**src/rtl/brd_ser_pkg.sv**
```systemverilog
package brd_ser_pkg;
    localparam int unsigned DATA_W = 32;
    localparam int unsigned ADDR_W = 8;
    localparam int unsigned MODE_W = 29;
    localparam int unsigned SW_W   = 8;

    localparam logic [ADDR_W-1:0] ADR_MODE = 8'h00;
    localparam logic [ADDR_W-1:0] ADR_SW   = 8'h01;
    localparam logic [ADDR_W-1:0] ADR_MUX  = 8'h02;
    localparam logic [ADDR_W-1:0] ADR_RST  = 8'h80;
    localparam logic [ADDR_W-1:0] ADR_VER  = 8'hFF;
endpackage

```
**src/rtl/brd_ser_pin_sync.sv**
```systemverilog
module brd_ser_pin_sync #(
    parameter int unsigned STAGES  = 2,
    parameter logic        RST_VAL = 1'b0
) (
    input  logic clk_i,
    input  logic rst_ni,
    input  logic pin_i,
    output logic lvl_o,
    output logic rise_o,
    output logic fall_o
);
    localparam int unsigned CHAIN_W = STAGES + 1;

    logic [CHAIN_W-1:0] chain_d, chain_q;

    always_comb begin
        chain_d = {chain_q[CHAIN_W-2:0], pin_i};
    end

    always_ff @(posedge clk_i or negedge rst_ni) begin
        if (!rst_ni) chain_q <= {CHAIN_W{RST_VAL}};
        else         chain_q <= chain_d;
    end

    // chain_q[STAGES-1] is the synchronised level, chain_q[STAGES] its previous value
    assign lvl_o  = chain_q[STAGES-1];
    assign rise_o = chain_q[STAGES-1] & ~chain_q[STAGES];
    assign fall_o = ~chain_q[STAGES-1] & chain_q[STAGES];
endmodule

```
**src/rtl/brd_ser_frame.sv**
```systemverilog
module brd_ser_frame
    import brd_ser_pkg::*;
(
    input  logic              clk_i,
    input  logic              rst_ni,
    input  logic              rise_i,
    input  logic              fall_i,
    input  logic              stb_lvl_i,
    input  logic              mosi_lvl_i,
    input  logic [DATA_W-1:0] rd_data_i,
    output logic              wr_en_o,
    output logic [ADDR_W-1:0] addr_o,
    output logic [DATA_W-1:0] wr_data_o,
    output logic              miso_o
);
    localparam int unsigned FRAME_W = DATA_W + ADDR_W;

    typedef struct packed {
        logic [FRAME_W-1:0] in_sr;
        logic [DATA_W-1:0]  out_sr;
    } frame_t;

    frame_t st_d, st_q;
    logic   wr_en;
    logic   cmd_edge;

    assign cmd_edge = rise_i & ~stb_lvl_i;

    always_comb begin
        st_d  = st_q;
        wr_en = 1'b0;
        if (rise_i) begin
            if (stb_lvl_i) begin
                st_d.in_sr = {st_q.in_sr[FRAME_W-2:0], mosi_lvl_i};
            end else if (mosi_lvl_i) begin
                wr_en = 1'b1;
            end else begin
                st_d.out_sr = rd_data_i;
            end
        end else if (fall_i && stb_lvl_i) begin
            st_d.out_sr = {st_q.out_sr[DATA_W-2:0], 1'b1};
        end
    end

    always_ff @(posedge clk_i or negedge rst_ni) begin
        if (!rst_ni) begin
            st_q.in_sr  <= '0;
            st_q.out_sr <= '1;
        end else begin
            st_q <= st_d;
        end
    end

    assign wr_en_o   = wr_en;
    assign addr_o    = st_q.in_sr[ADDR_W-1:0];
    assign wr_data_o = st_q.in_sr[FRAME_W-1:ADDR_W];
    assign miso_o    = st_q.out_sr[DATA_W-1];

    // a command edge must not disturb the captured frame
    a_r10_frame_held: assert property (@(posedge clk_i) disable iff (!rst_ni)
        cmd_edge |=> $stable(addr_o) && $stable(wr_data_o));

    // the return line only moves on a shift edge or a read load
    a_r3_miso_quiet: assert property (@(posedge clk_i) disable iff (!rst_ni)
        (!fall_i && !cmd_edge) |=> $stable(miso_o));
endmodule

```
**src/rtl/brd_ser_bank.sv**
```systemverilog
module brd_ser_bank
    import brd_ser_pkg::*;
#(
    parameter logic [DATA_W-1:0] VERSION   = 32'hB0A7_0103,
    parameter int unsigned       PULSE_CYC = 16
) (
    input  logic              clk_i,
    input  logic              rst_ni,
    input  logic              wr_en_i,
    input  logic [ADDR_W-1:0] addr_i,
    input  logic [DATA_W-1:0] wr_data_i,
    input  logic [SW_W-1:0]   sw_i,
    output logic [DATA_W-1:0] rd_data_o,
    output logic              rst_req_o
);
    localparam int unsigned CNT_W = $clog2(PULSE_CYC + 1);

    typedef struct packed {
        logic [MODE_W-1:0] mode;
        logic [DATA_W-1:0] mux;
        logic [DATA_W-1:0] rst;
        logic              pulse;
        logic [CNT_W-1:0]  cnt;
    } bank_t;

    bank_t st_d, st_q;
    logic  start_pulse;

    assign start_pulse = wr_en_i && (addr_i == ADR_RST) && wr_data_i[0];

    always_comb begin
        st_d = st_q;
        if (st_q.pulse) begin
            if (st_q.cnt == CNT_W'(PULSE_CYC - 1)) begin
                st_d.pulse = 1'b0;
                st_d.rst   = '0;
            end else begin
                st_d.cnt = st_q.cnt + 1'b1;
            end
        end
        if (wr_en_i) begin
            unique case (addr_i)
                ADR_MODE: st_d.mode = wr_data_i[MODE_W-1:0];
                ADR_MUX:  st_d.mux  = wr_data_i;
                ADR_RST: begin
                    st_d.rst = wr_data_i;
                    if (wr_data_i[0]) begin
                        st_d.pulse = 1'b1;
                        st_d.cnt   = '0;
                    end
                end
                default: ;
            endcase
        end
    end

    always_comb begin
        unique case (addr_i)
            ADR_MODE: rd_data_o = {{(DATA_W-MODE_W){1'b0}}, st_q.mode};
            ADR_SW:   rd_data_o = {{(DATA_W-SW_W){1'b0}}, sw_i};
            ADR_MUX:  rd_data_o = st_q.mux;
            ADR_RST:  rd_data_o = st_q.rst;
            ADR_VER:  rd_data_o = VERSION;
            default:  rd_data_o = '1;
        endcase
    end

    always_ff @(posedge clk_i or negedge rst_ni) begin
        if (!rst_ni) st_q <= '0;
        else         st_q <= st_d;
    end

    assign rst_req_o = st_q.pulse;

    // independent run-length counter for the pulse checks
    logic [CNT_W:0] run_q;
    always_ff @(posedge clk_i or negedge rst_ni) begin
        if (!rst_ni)          run_q <= '0;
        else if (start_pulse) run_q <= '0;
        else if (rst_req_o)   run_q <= run_q + 1'b1;
        else                  run_q <= '0;
    end

    // a pulse begins only after a reset write with bit 0 set
    a_r8_pulse_cause: assert property (@(posedge clk_i) disable iff (!rst_ni)
        $rose(rst_req_o) |-> $past(start_pulse));

    // the pulse never exceeds its length
    a_r8_pulse_len: assert property (@(posedge clk_i) disable iff (!rst_ni)
        rst_req_o |-> (run_q < (CNT_W+1)'(PULSE_CYC)));

    // a reset write with bit 0 clear does not start a pulse
    a_r9_no_pulse: assert property (@(posedge clk_i) disable iff (!rst_ni)
        (wr_en_i && addr_i == ADR_RST && !wr_data_i[0] && !rst_req_o) |=> !rst_req_o);
endmodule

```
**src/rtl/brd_ser_regs.sv**
```systemverilog
module brd_ser_regs
    import brd_ser_pkg::*;
#(
    parameter logic [DATA_W-1:0] VERSION   = 32'hB0A7_0103,
    parameter int unsigned       PULSE_CYC = 16,
    parameter int unsigned       STAGES    = 2
) (
    input  logic            clk_i,
    input  logic            rst_ni,
    input  logic            sck_i,
    input  logic            mosi_i,
    input  logic            stb_ni,
    input  logic [SW_W-1:0] sw_i,
    output logic            miso_o,
    output logic            rst_req_o
);
    localparam int unsigned NPIN = 3;
    localparam logic [NPIN-1:0] PIN_RST = 3'b100; // {strobe, mosi, sck} idle levels

    logic [NPIN-1:0] pins, lvl, rise, fall;
    logic              wr_en;
    logic [ADDR_W-1:0] addr;
    logic [DATA_W-1:0] wr_data, rd_data;

    assign pins = {stb_ni, mosi_i, sck_i};

    for (genvar g = 0; g < NPIN; g++) begin : g_sync
        brd_ser_pin_sync #(.STAGES(STAGES), .RST_VAL(PIN_RST[g])) u_sync (
            .clk_i (clk_i),
            .rst_ni(rst_ni),
            .pin_i (pins[g]),
            .lvl_o (lvl[g]),
            .rise_o(rise[g]),
            .fall_o(fall[g])
        );
    end

    brd_ser_frame u_frame (
        .clk_i     (clk_i),
        .rst_ni    (rst_ni),
        .rise_i    (rise[0]),
        .fall_i    (fall[0]),
        .stb_lvl_i (lvl[2]),
        .mosi_lvl_i(lvl[1]),
        .rd_data_i (rd_data),
        .wr_en_o   (wr_en),
        .addr_o    (addr),
        .wr_data_o (wr_data),
        .miso_o    (miso_o)
    );

    brd_ser_bank #(.VERSION(VERSION), .PULSE_CYC(PULSE_CYC)) u_bank (
        .clk_i    (clk_i),
        .rst_ni   (rst_ni),
        .wr_en_i  (wr_en),
        .addr_i   (addr),
        .wr_data_i(wr_data),
        .sw_i     (sw_i),
        .rd_data_o(rd_data),
        .rst_req_o(rst_req_o)
    );
endmodule

```
**config.mk**
```make
export PLATFORM = sky130hd
export DESIGN_NAME = brd_ser_regs
export DESIGN_NICKNAME = d
export VERILOG_FILES = /design/src/rtl/brd_ser_pkg.sv /design/src/rtl/brd_ser_pin_sync.sv /design/src/rtl/brd_ser_frame.sv /design/src/rtl/brd_ser_bank.sv /design/src/rtl/brd_ser_regs.sv
export SDC_FILE = /design/constraint.sdc
export NUM_CORES = 1
export LEC_CHECK = 0
export BUFFER_PORTS_ARGS = -buffer_cell sky130_fd_sc_hd__clkbuf_2
export CORE_ASPECT_RATIO = 1.2
export CORE_MARGIN = 2
export CORE_UTILIZATION = 60
export DETAILED_ROUTE_END_ITERATION = 12
export GPL_ROUTABILITY_DRIVEN = 1
export PLACE_DENSITY = 0.77
export SETUP_SLACK_MARGIN = 0.05
export SLEW_MARGIN = 10
export SYNTH_ARGS = -nofsm -noshare
export SYNTH_HDL_FRONTEND = slang
export SYNTH_HIERARCHICAL = 1
export SYNTH_SLANG_ARGS = --single-unit
export TNS_END_PERCENT = 1
```
**constraint.sdc**
```tcl
create_clock -name clk_i -period 5.2 [get_ports clk_i]
set_input_delay 1.04 -clock clk_i [delete_from_list [all_inputs] [get_ports clk_i]]
set_output_delay 1.04 -clock clk_i [all_outputs]
set_load 0.005 [all_outputs]
```
==> qor.yml, run 1 <==
clocking:
  cts_buffers: 17
  clock_path_buffers: 2
  post_cts_buffers: 0
  htreeDepth: 4
  insertion_delay_ps: 430
  clkSlewWorstSetupHoldPaths_ps: 70
  cts.sinks: 178
  hold_buffers: 0
  cts_tree: "yes"
  cts_resized: 0
  clockRootBuffer: "clkbuf_16"
drt:
  dr.max_layer_used: "met4"
  via_per_inst: 6.38
  wl_met1_um: 7370
  drt_iter0_drc: 484
  first_pass_iters: 7
  wl_um: 17500
  drtAntennaViolNets: 0
  routed-wl-met2_um: 8910
  vias: 5573
  dr_wl_met3_um: 907
  wl_per_cell_um: 20.1
  drc: 0
global_route:
  grt_overflow: 0
  antenna_found_initial: 0
  grt_util_all_layers_pct: 24.4
  grt_max_degree: 103
  grt_pass1_wl_um: 29100
  grt_pass1_vias: 5678
floorplanning:
  start_util_pct: 61.2
  die_height_um: 134
  rows: 47
  io_pins: 15
  core_area_um2: 13800
  die_x_um: 112
  dieArea_um2: 15000
synth:
  postSynthAreaPerCell_um2: 11.4
  syn-num-nets: 751
  synth_warnings: 6
  syn-cell-area_um2: 8420
  syn_inst: 737
critical_path:
  required_ps: 5510
  worst-setup-path-type: "register to register"
  cp.arrival_ps: 3370
  crit_path_max_fanout: 17
  start_kind: "register"
  crit_path_top_delay_cell: "nand3_1"
  worstPathCellList: "or4_1 > nor3_2 > nand3_1 > buf_4 > mux2_2"
  endpoint_kind: "register"
  cpPeakStageDelay_ps: 770
layout:
  syn_to_final_growth_pct: 5.17
  design_area_um2: 8860
  utilization_pct: 64.4
  final_cell_mix: "dfrtp_1 (144), nand2_1 (103), mux2_2 (96)"
  drive_above_1_share_pct: 30.1
  layout_commonest_cell: "dfrtp_1"
  antennaDiodeCount: 0
  fin_nets: 703
  fillers: 1019
timing:
  timing.fmax_mhz: 326
  final.setup_skew_ps: 19.5
  setup_viol: 0
  worstMarginPinSlew_ps: 1150
  hold_viol: 0
  slew-limit-headroom_pct: 22.8
  final.setup.tns_ps: 0
  period_share_pct: 58.9
  min_period_ps: 3060
  drv_slew: 0
  rsz0062_at_grt: "no"
power:
  p_per_area_nw_per_um2: 377
  p_leak_nw: 4.08
  ir_drop_v: 0.000431
place:
  post_dp_cell_area_um2: 8280
  dpl.hpwl_um: 10200
  io_buffers: 14
  place_congestion: 0.777
status:
  status: "finished, final reports clean"
worst_hold_path:
  hp-class: "register to register"
job:
  drv_cap: 0
-- final timing paths --
kind | startpoint | endpoint | slack (ps) | depth (start not counted)
max | u_frame/addr_o[7] | u_bank/st_q[67] | 2140 | 5
min | g_sync[1].u_sync/chain_q[0] | g_sync[1].u_sync/chain_q[1] | 350 | 0
max reg2reg | u_frame/addr_o[7] | u_bank/st_q[67] | 2140 | 5
min reg2reg | g_sync[1].u_sync/chain_q[0] | g_sync[1].u_sync/chain_q[1] | 350 | 0
max in group asynchronous | rst_ni | u_frame/st_q[25] | 3370 | 2
min in group asynchronous | rst_ni | u_bank/st_q[69] | 740 | 1
-- area by class of cell --
type	count	area (µm²)	share of cell area, %
well taps	171	214	2.41
multi-input cells	462	3390	38.2
clock buffers	20	467	5.27
repair buffers	27	174	1.96
clock inverters	12	109	1.23
flip-flops and latches	178	4500	50.8
inverters	3	11.3	0.127
-- metrics by stage --
step | hold slack [ps] | cells | power, W | worst slack [ps]
after floorplan | 331 | 737 | 0.00201 | 2860
after global placement | 340 | 841 | 0.00210 | 2270
after detailed placement | 346 | 841 | 0.00212 | 2180
after CTS | 355 | 873 | 0.00335 | 2160
after global routing | 367 | 873 | 0.00347 | 2010
final | 352 | 873 | 0.00334 | 2140
-- critical path, delay by kind of cell (launching register included) --
kind / cells / cell delay, ps
DFF: 1 / 410
and+or+nand+nor: 3 / 1690
muxes: 1 / 310
buffers and inverters: 1 / 540
-- routing by layer --
metal	vias to the layer above	GRT usage, %
met1	2839	32.5
met3	22	4.84
met5	-	0
met2	200	40.2
li1	2512	-
met4	0	9.08
-- report_power, final --
part | switching, W | internal (W) | leakage [nW]
Clock | 0.000527 | 0.000697 | 0.282
Combinational | 0.000279 | 0.000188 | 1.45
Sequential | 0.000110 | 0.00154 | 2.35
-- registers in the layout, summed over array words and instances (netlist names) --
signal,cells
u_bank/st_q,98
u_frame/miso_o,1
u_frame/wr_data_o,32
u_frame/addr_o,8
g_sync.u_sync/chain_q,7
u_bank/rst_req_o,1
u_frame/st_q,31
No activity file was read; power rests on OpenSTA's default activity.
==> run 2: changes to the inputs <==
--- a/config.mk
+++ b/config.mk
@@ -8,10 +8,10 @@
 export BUFFER_PORTS_ARGS = -buffer_cell sky130_fd_sc_hd__clkbuf_2
 export CORE_ASPECT_RATIO = 1.2
 export CORE_MARGIN = 2
-export CORE_UTILIZATION = 60
+export CORE_UTILIZATION = 57
 export DETAILED_ROUTE_END_ITERATION = 12
 export GPL_ROUTABILITY_DRIVEN = 1
-export PLACE_DENSITY = 0.77
+export PLACE_DENSITY = 0.76
 export SETUP_SLACK_MARGIN = 0.05
 export SLEW_MARGIN = 10
 export SYNTH_ARGS = -nofsm -noshare
==> constraint.sdc (replaced) <==
create_clock -name clk_i -period 2.6 [get_ports clk_i]
set_input_delay 0.52 -clock clk_i [delete_from_list [all_inputs] [get_ports clk_i]]
set_output_delay 0.52 -clock clk_i [all_outputs]
set_load 0.005 [all_outputs]
==> qor.yml, run 2 (synthesized netlist as in run 1, its figures left out) <==
drt:
  drtAntennaViolNets: 0
  first_pass_iters: 6
  via_per_inst: 6.24
  wl_um: 17400
  wl_per_cell_um: 19.6
  vias: 5531
  drt_iter0_drc: 324
  drc: 0
timing:
  hold_viol: 0
  drv_slew: 0
  period_share_pct: 89.0
  rsz0062_at_grt: "no"
  final.setup_skew_ps: 7.13
  slew-limit-headroom_pct: 47.0
  worstMarginPinSlew_ps: 795
  setup_viol: 0
  min_period_ps: 2310
  timing.fmax_mhz: 432
  final.setup.tns_ps: 0
critical_path:
  crit_path_top_delay_cell: "or4_1"
  start_kind: "register"
  required_ps: 2960
  crit_family: "simple AND/OR/NAND/NOR gates"
  cp.arrival_ps: 2670
  worst-setup-path-type: "register to register"
  cpPeakStageDelay_ps: 670
  crit_path_max_fanout: 30
  endpoint_kind: "register"
  crit_buf_inv: 1
  worstPathCellList: "or4_1 > nor4b_2 > buf_4 > a222oi_1 > nand2_1 > mux2i_1 > a21oi_1"
power:
  ir_drop_v: 0.000534
  p_per_area_nw_per_um2: 754
  p_leak_nw: 4.14
clocking:
  hold_buffers: 0
  clkSlewWorstSetupHoldPaths_ps: 60
  cts_buffers: 17
  cts.sinks: 178
  cts_tree: "yes"
  post_cts_buffers: 0
  cts_resized: 0
  htreeDepth: 4
  insertion_delay_ps: 430
  clock_path_buffers: 2
  clockRootBuffer: "clkbuf_16"
layout:
  fin_nets: 713
  layout_commonest_cell: "dfrtp_1"
  drive_above_1_share_pct: 31.0
  syn_to_final_growth_pct: 7.11
  fin_cells: 887
  fillers: 1114
  final_cell_mix: "dfrtp_1 (144), nand2_1 (103), mux2_2 (96)"
  antennaDiodeCount: 0
  regMostFlops: "u_bank/st_q"
  largest_reg_flops: 98
floorplanning:
  io_pins: 15
  dieArea_um2: 15800
  rows: 48
  die_x_um: 115
  core_area_um2: 14400
  die_height_um: 137
  start_util_pct: 58.4
global_route:
  grt_pass1_vias: 5781
  grt_pass1_wl_um: 29000
  antenna_found_initial: 0
  grt_util_all_layers_pct: 23.8
  grt_overflow: 0
  grt_max_degree: 77
place:
  io_buffers: 14
  place_inst: 855
  place_congestion: 0.813
  dpl.hpwl_um: 10500
job:
  drv_cap: 0
status:
  status: "finished, final reports clean"
worst_hold_path:
  hp-class: "input port to asynchronous set/reset pin"
-- run 2: changes by cell type in the layout (fill, tap and decap cells not counted) --
cell and change:
inv_6 +2, buf_4 +5, buf_12 +5, clkinv_2 -1, clkinv_4 -5, clkinvlp_4 +3
bufinv_16 +1
-- run 2: metrics by stage --
stage / worst slack (ps) / hold WS [ps] / total power [W] / cell area (µm²) / util (%)
after global placement: 394 / 344 / 0.00424 / 8430 / 58.5
after floorplan: 259 / 224 / 0.00401 / 8420 / -
after global routing: 124 / 45.2 / 0.00708 / 9020 / 62.6
after CTS: 302 / 25.8 / 0.00683 / 9020 / 62.6
after detailed placement: 316 / 342 / 0.00429 / 8430 / 58.5
final: 285 / 21.1 / 0.00681 / 9020 / 62.6
-- run 2: per-layer routing --
| metal | track usage, % | share of wire, % | vias to the layer above | routed length [µm] |
|---|---|---|---|---|
| met5 | 0 | 0 | - | 0 |
| met4 | 10.2 | 2.1 | 0 | 361 |
| met3 | 4.36 | 4.3 | 28 | 754 |
| met2 | 41.0 | 52 | 138 | 9040 |
| met1 | 29.6 | 42 | 2837 | 7270 |
| li1 | - | - | 2528 | - |
-- run 2: final cells by class --
class                   count  area [µm²]  share of cell area, %
flip-flops and latches    178        4500                   49.8
multi-input cells         462        3390                   37.5
clock buffers              20         467                   5.17
repair buffers             37         312                   3.45
well taps                 175         219                   2.43
clock inverters            12         130                   1.44
inverters                   3        11.3                  0.125
-- run 2: worst paths after layout --
path	slack, ps	cells past startpoint	to	from
setup / recovery	290	7	u_frame/st_q[22]	u_frame/addr_o[7]
hold / removal	20	1	u_frame/wr_data_o[31]	rst_ni
setup reg to reg	290	7	u_frame/st_q[22]	u_frame/addr_o[7]
hold reg to reg	360	0	g_sync[0].u_sync/chain_q[1]	g_sync[0].u_sync/chain_q[0]
max in group asynchronous	1810	2	u_frame/st_q[30]	rst_ni
min in group clk_i	170	1	g_sync[2].u_sync/chain_q[0]	stb_ni
-- run 2: report_power, final --
| part | internal (W) | total [W] | switching, W |
|---|---|---|---|
| registers | 0.00308 | 0.00329 | 0.000210 |
| logic | 0.000405 | 0.000970 | 0.000564 |
| clock network | 0.00149 | 0.00255 | 0.00106 |
==> run 3: changes to the inputs <==
==> constraint.sdc (replaced) <==
create_clock -name clk_i -period 1.9 [get_ports clk_i]
set_input_delay 0.38 -clock clk_i [delete_from_list [all_inputs] [get_ports clk_i]]
set_output_delay 0.38 -clock clk_i [all_outputs]
set_load 0.005 [all_outputs]
==> qor.yml, run 3 (synthesized netlist as in run 1, its figures left out) <==
drt:
  drc: 0
  vias: 5739
  first_pass_iters: 5
  via_per_inst: 6.27
  wl_per_cell_um: 20.1
  drt_iter0_drc: 458
  drtAntennaViolNets: 0
  wl_um: 18400
critical_path:
  worstPathCellList: "buf_6 > or4_4 > nor4b_4 > buf_6 > a222oi_1 > nand2_1 > mux2i_1 > a21oi_1"
  cp.arrival_ps: 2580
  crit_path_top_delay_cell: "or4_4"
  required_ps: 2260
  crit_top_cell: "buf_6"
  crit_family: "simple AND/OR/NAND/NOR gates"
  rrSetupSlack_ps: -320
  endpoint_kind: "register"
  worst-setup-path-type: "register to register"
  start_kind: "register"
  cpPeakStageDelay_ps: 560
  crit_buf_inv: 2
  crit_path_max_fanout: 17
timing:
  period_share_pct: 117
  final.setup_skew_ps: 7.96
  slew-limit-headroom_pct: 24.8
  worst_slack_ps: -320
  min_period_ps: 2220
  drv_slew: 0
  hold_viol: 0
  worstMarginPinSlew_ps: 1130
  rsz0062_at_grt: "yes"
  timing.fmax_mhz: 450
  setup_viol: 106
floorplanning:
  start_util_pct: 58.4
  die_x_um: 115
  io_pins: 15
  rows: 48
  core_area_um2: 14400
  die_height_um: 137
  dieArea_um2: 15800
layout:
  largest_reg_flops: 98
  regMostFlops: "u_bank/st_q"
  fin_nets: 741
  layout_commonest_cell: "dfrtp_1"
  drive_above_1_share_pct: 35.0
  fillers: 1072
  utilization_pct: 65.2
  final_cell_mix: "dfrtp_1 (144), nand2_1 (103), mux2_2 (96)"
  antennaDiodeCount: 0
  syn_to_final_growth_pct: 11.5
place:
  io_buffers: 14
  place_congestion: 0.820
  dpl_worst_slack_ps: -357
  dpl.hpwl_um: 11200
power:
  p_leak_nw: 4.33
  p_per_area_nw_per_um2: 1040
  pwr-share-comb_pct: 18.8
  p_int_w: 0.00699
  p_sw_w: 0.00274
  ir_drop_v: 0.000687
  pwr-share-seq_pct: 45.7
  power.share.clock_pct: 35.6
  p_sw_share_pct: 28.1
job:
  drv_cap: 0
status:
  status: "complete, but fails checks"
  violations: "setup timing"
global_route:
  grt_pass1_vias: 6046
  grt_max_degree: 68
  antenna_found_initial: 0
  grt_util_all_layers_pct: 25.3
  grt_pass1_wl_um: 30900
  grt_overflow: 0
clocking:
  clock_path_buffers: 2
  htreeDepth: 4
  insertion_delay_ps: 430
  clockRootBuffer: "clkbuf_16"
  clkSlewWorstSetupHoldPaths_ps: 70
  cts_buffers: 17
  cts_tree: "yes"
  cts.sinks: 178
worst_hold_path:
  hp-class: "input port to register"
## run 3: cell count changes in the layout (fill, tap and decap cells not counted), moves of 3 or more
| cell | change |
|---|---|
| nand3_1 | -4 |
| o21ai_0 | -8 |
| clkbuf_8 | -3 |
| o21ai_1 | +8 |
| nand3_2 | +4 |
| buf_6 | +15 |
| buf_4 | +7 |
## run 3: through the flow
stage,hold slack [ps],power (W),setup TNS (ps),instance area (µm²),cells
floorplan,84.4,0.00556,-18250,8470,737
detailed placement,335,0.00613,-25370,8620,877
global route,29.1,0.0101,-30310,9390,915
CTS,23.4,0.00972,-25270,9360,915
finish,32.0,0.00973,-24410,9390,915
global placement,336,0.00604,-21420,8620,877
## run 3: worst paths after layout
check,startpoint,end,cells after the start
worst max-delay path,u_frame/addr_o[6],u_frame/st_q[22],8
min in group asynchronous,rst_ni,u_bank/st_q[94],2
max in group asynchronous,rst_ni,u_frame/st_q[5],3
worst min-delay path,stb_ni,g_sync[2].u_sync/chain_q[0],1
worst max register to register,u_frame/addr_o[6],u_frame/st_q[22],8
worst min register to register,g_sync[1].u_sync/chain_q[0],g_sync[1].u_sync/chain_q[1],0
## run 3: final cells by class
class,count,area (µm²),share of cell area (%)
multi-input cells,462,3460,36.9
repair buffers,65,618,6.58
flip-flops and latches,178,4500,47.9
clock inverters,15,158,1.68
clock buffers,17,425,4.53
inverters,3,11.3,0.120
well taps,175,219,2.33
## run 3: power groups by stage
| stage | sequential, W | clock [W] | combinational [W] |
|---|---|---|---|
| 2_1_floorplan | 0.00442 | 0 | 0.00115 |
| 3_3_place_gp | 0.00447 | 0 | 0.00157 |
| 3_5_place_dp | 0.00449 | 0 | 0.00164 |
| 4_1_cts | 0.00443 | 0.00351 | 0.00178 |
| 5_1_grt | 0.00448 | 0.00364 | 0.00197 |
| 6_report | 0.00444 | 0.00346 | 0.00183 |
## run 3: repair_timing
| action | in CTS | in global routing |
|---|---|---|
| setup endpoints to repair | 130 | 131 |
| hold buffers | 1 | 0 |
| buffers inserted | 4 | 0 |
| gates resized for setup | 25 | 15 |
| cloned | 1 | 0 |
| hold endpoints to repair | 26 | 0 |
| pin swaps | 13 | 14 |
## run 3: routing by layer
layer | share of wire [%] | global-route usage, % | routed length, µm
met1 | 42 | 33.1 | 7620
met2 | 52 | 42.2 | 9500
met3 | 5.0 | 4.31 | 924
met5 | 0 | 0 | 0
met4 | 1.7 | 10.2 | 308
## run 3: worst register-to-register path: stages, from the launching register on
cell and delay, ps:
dfrtp_1 390, buf_6 130, or4_4 560, nor4b_4 310
buf_6 250, a222oi_1 130, nand2_1 100, mux2i_1 80
a21oi_1 200
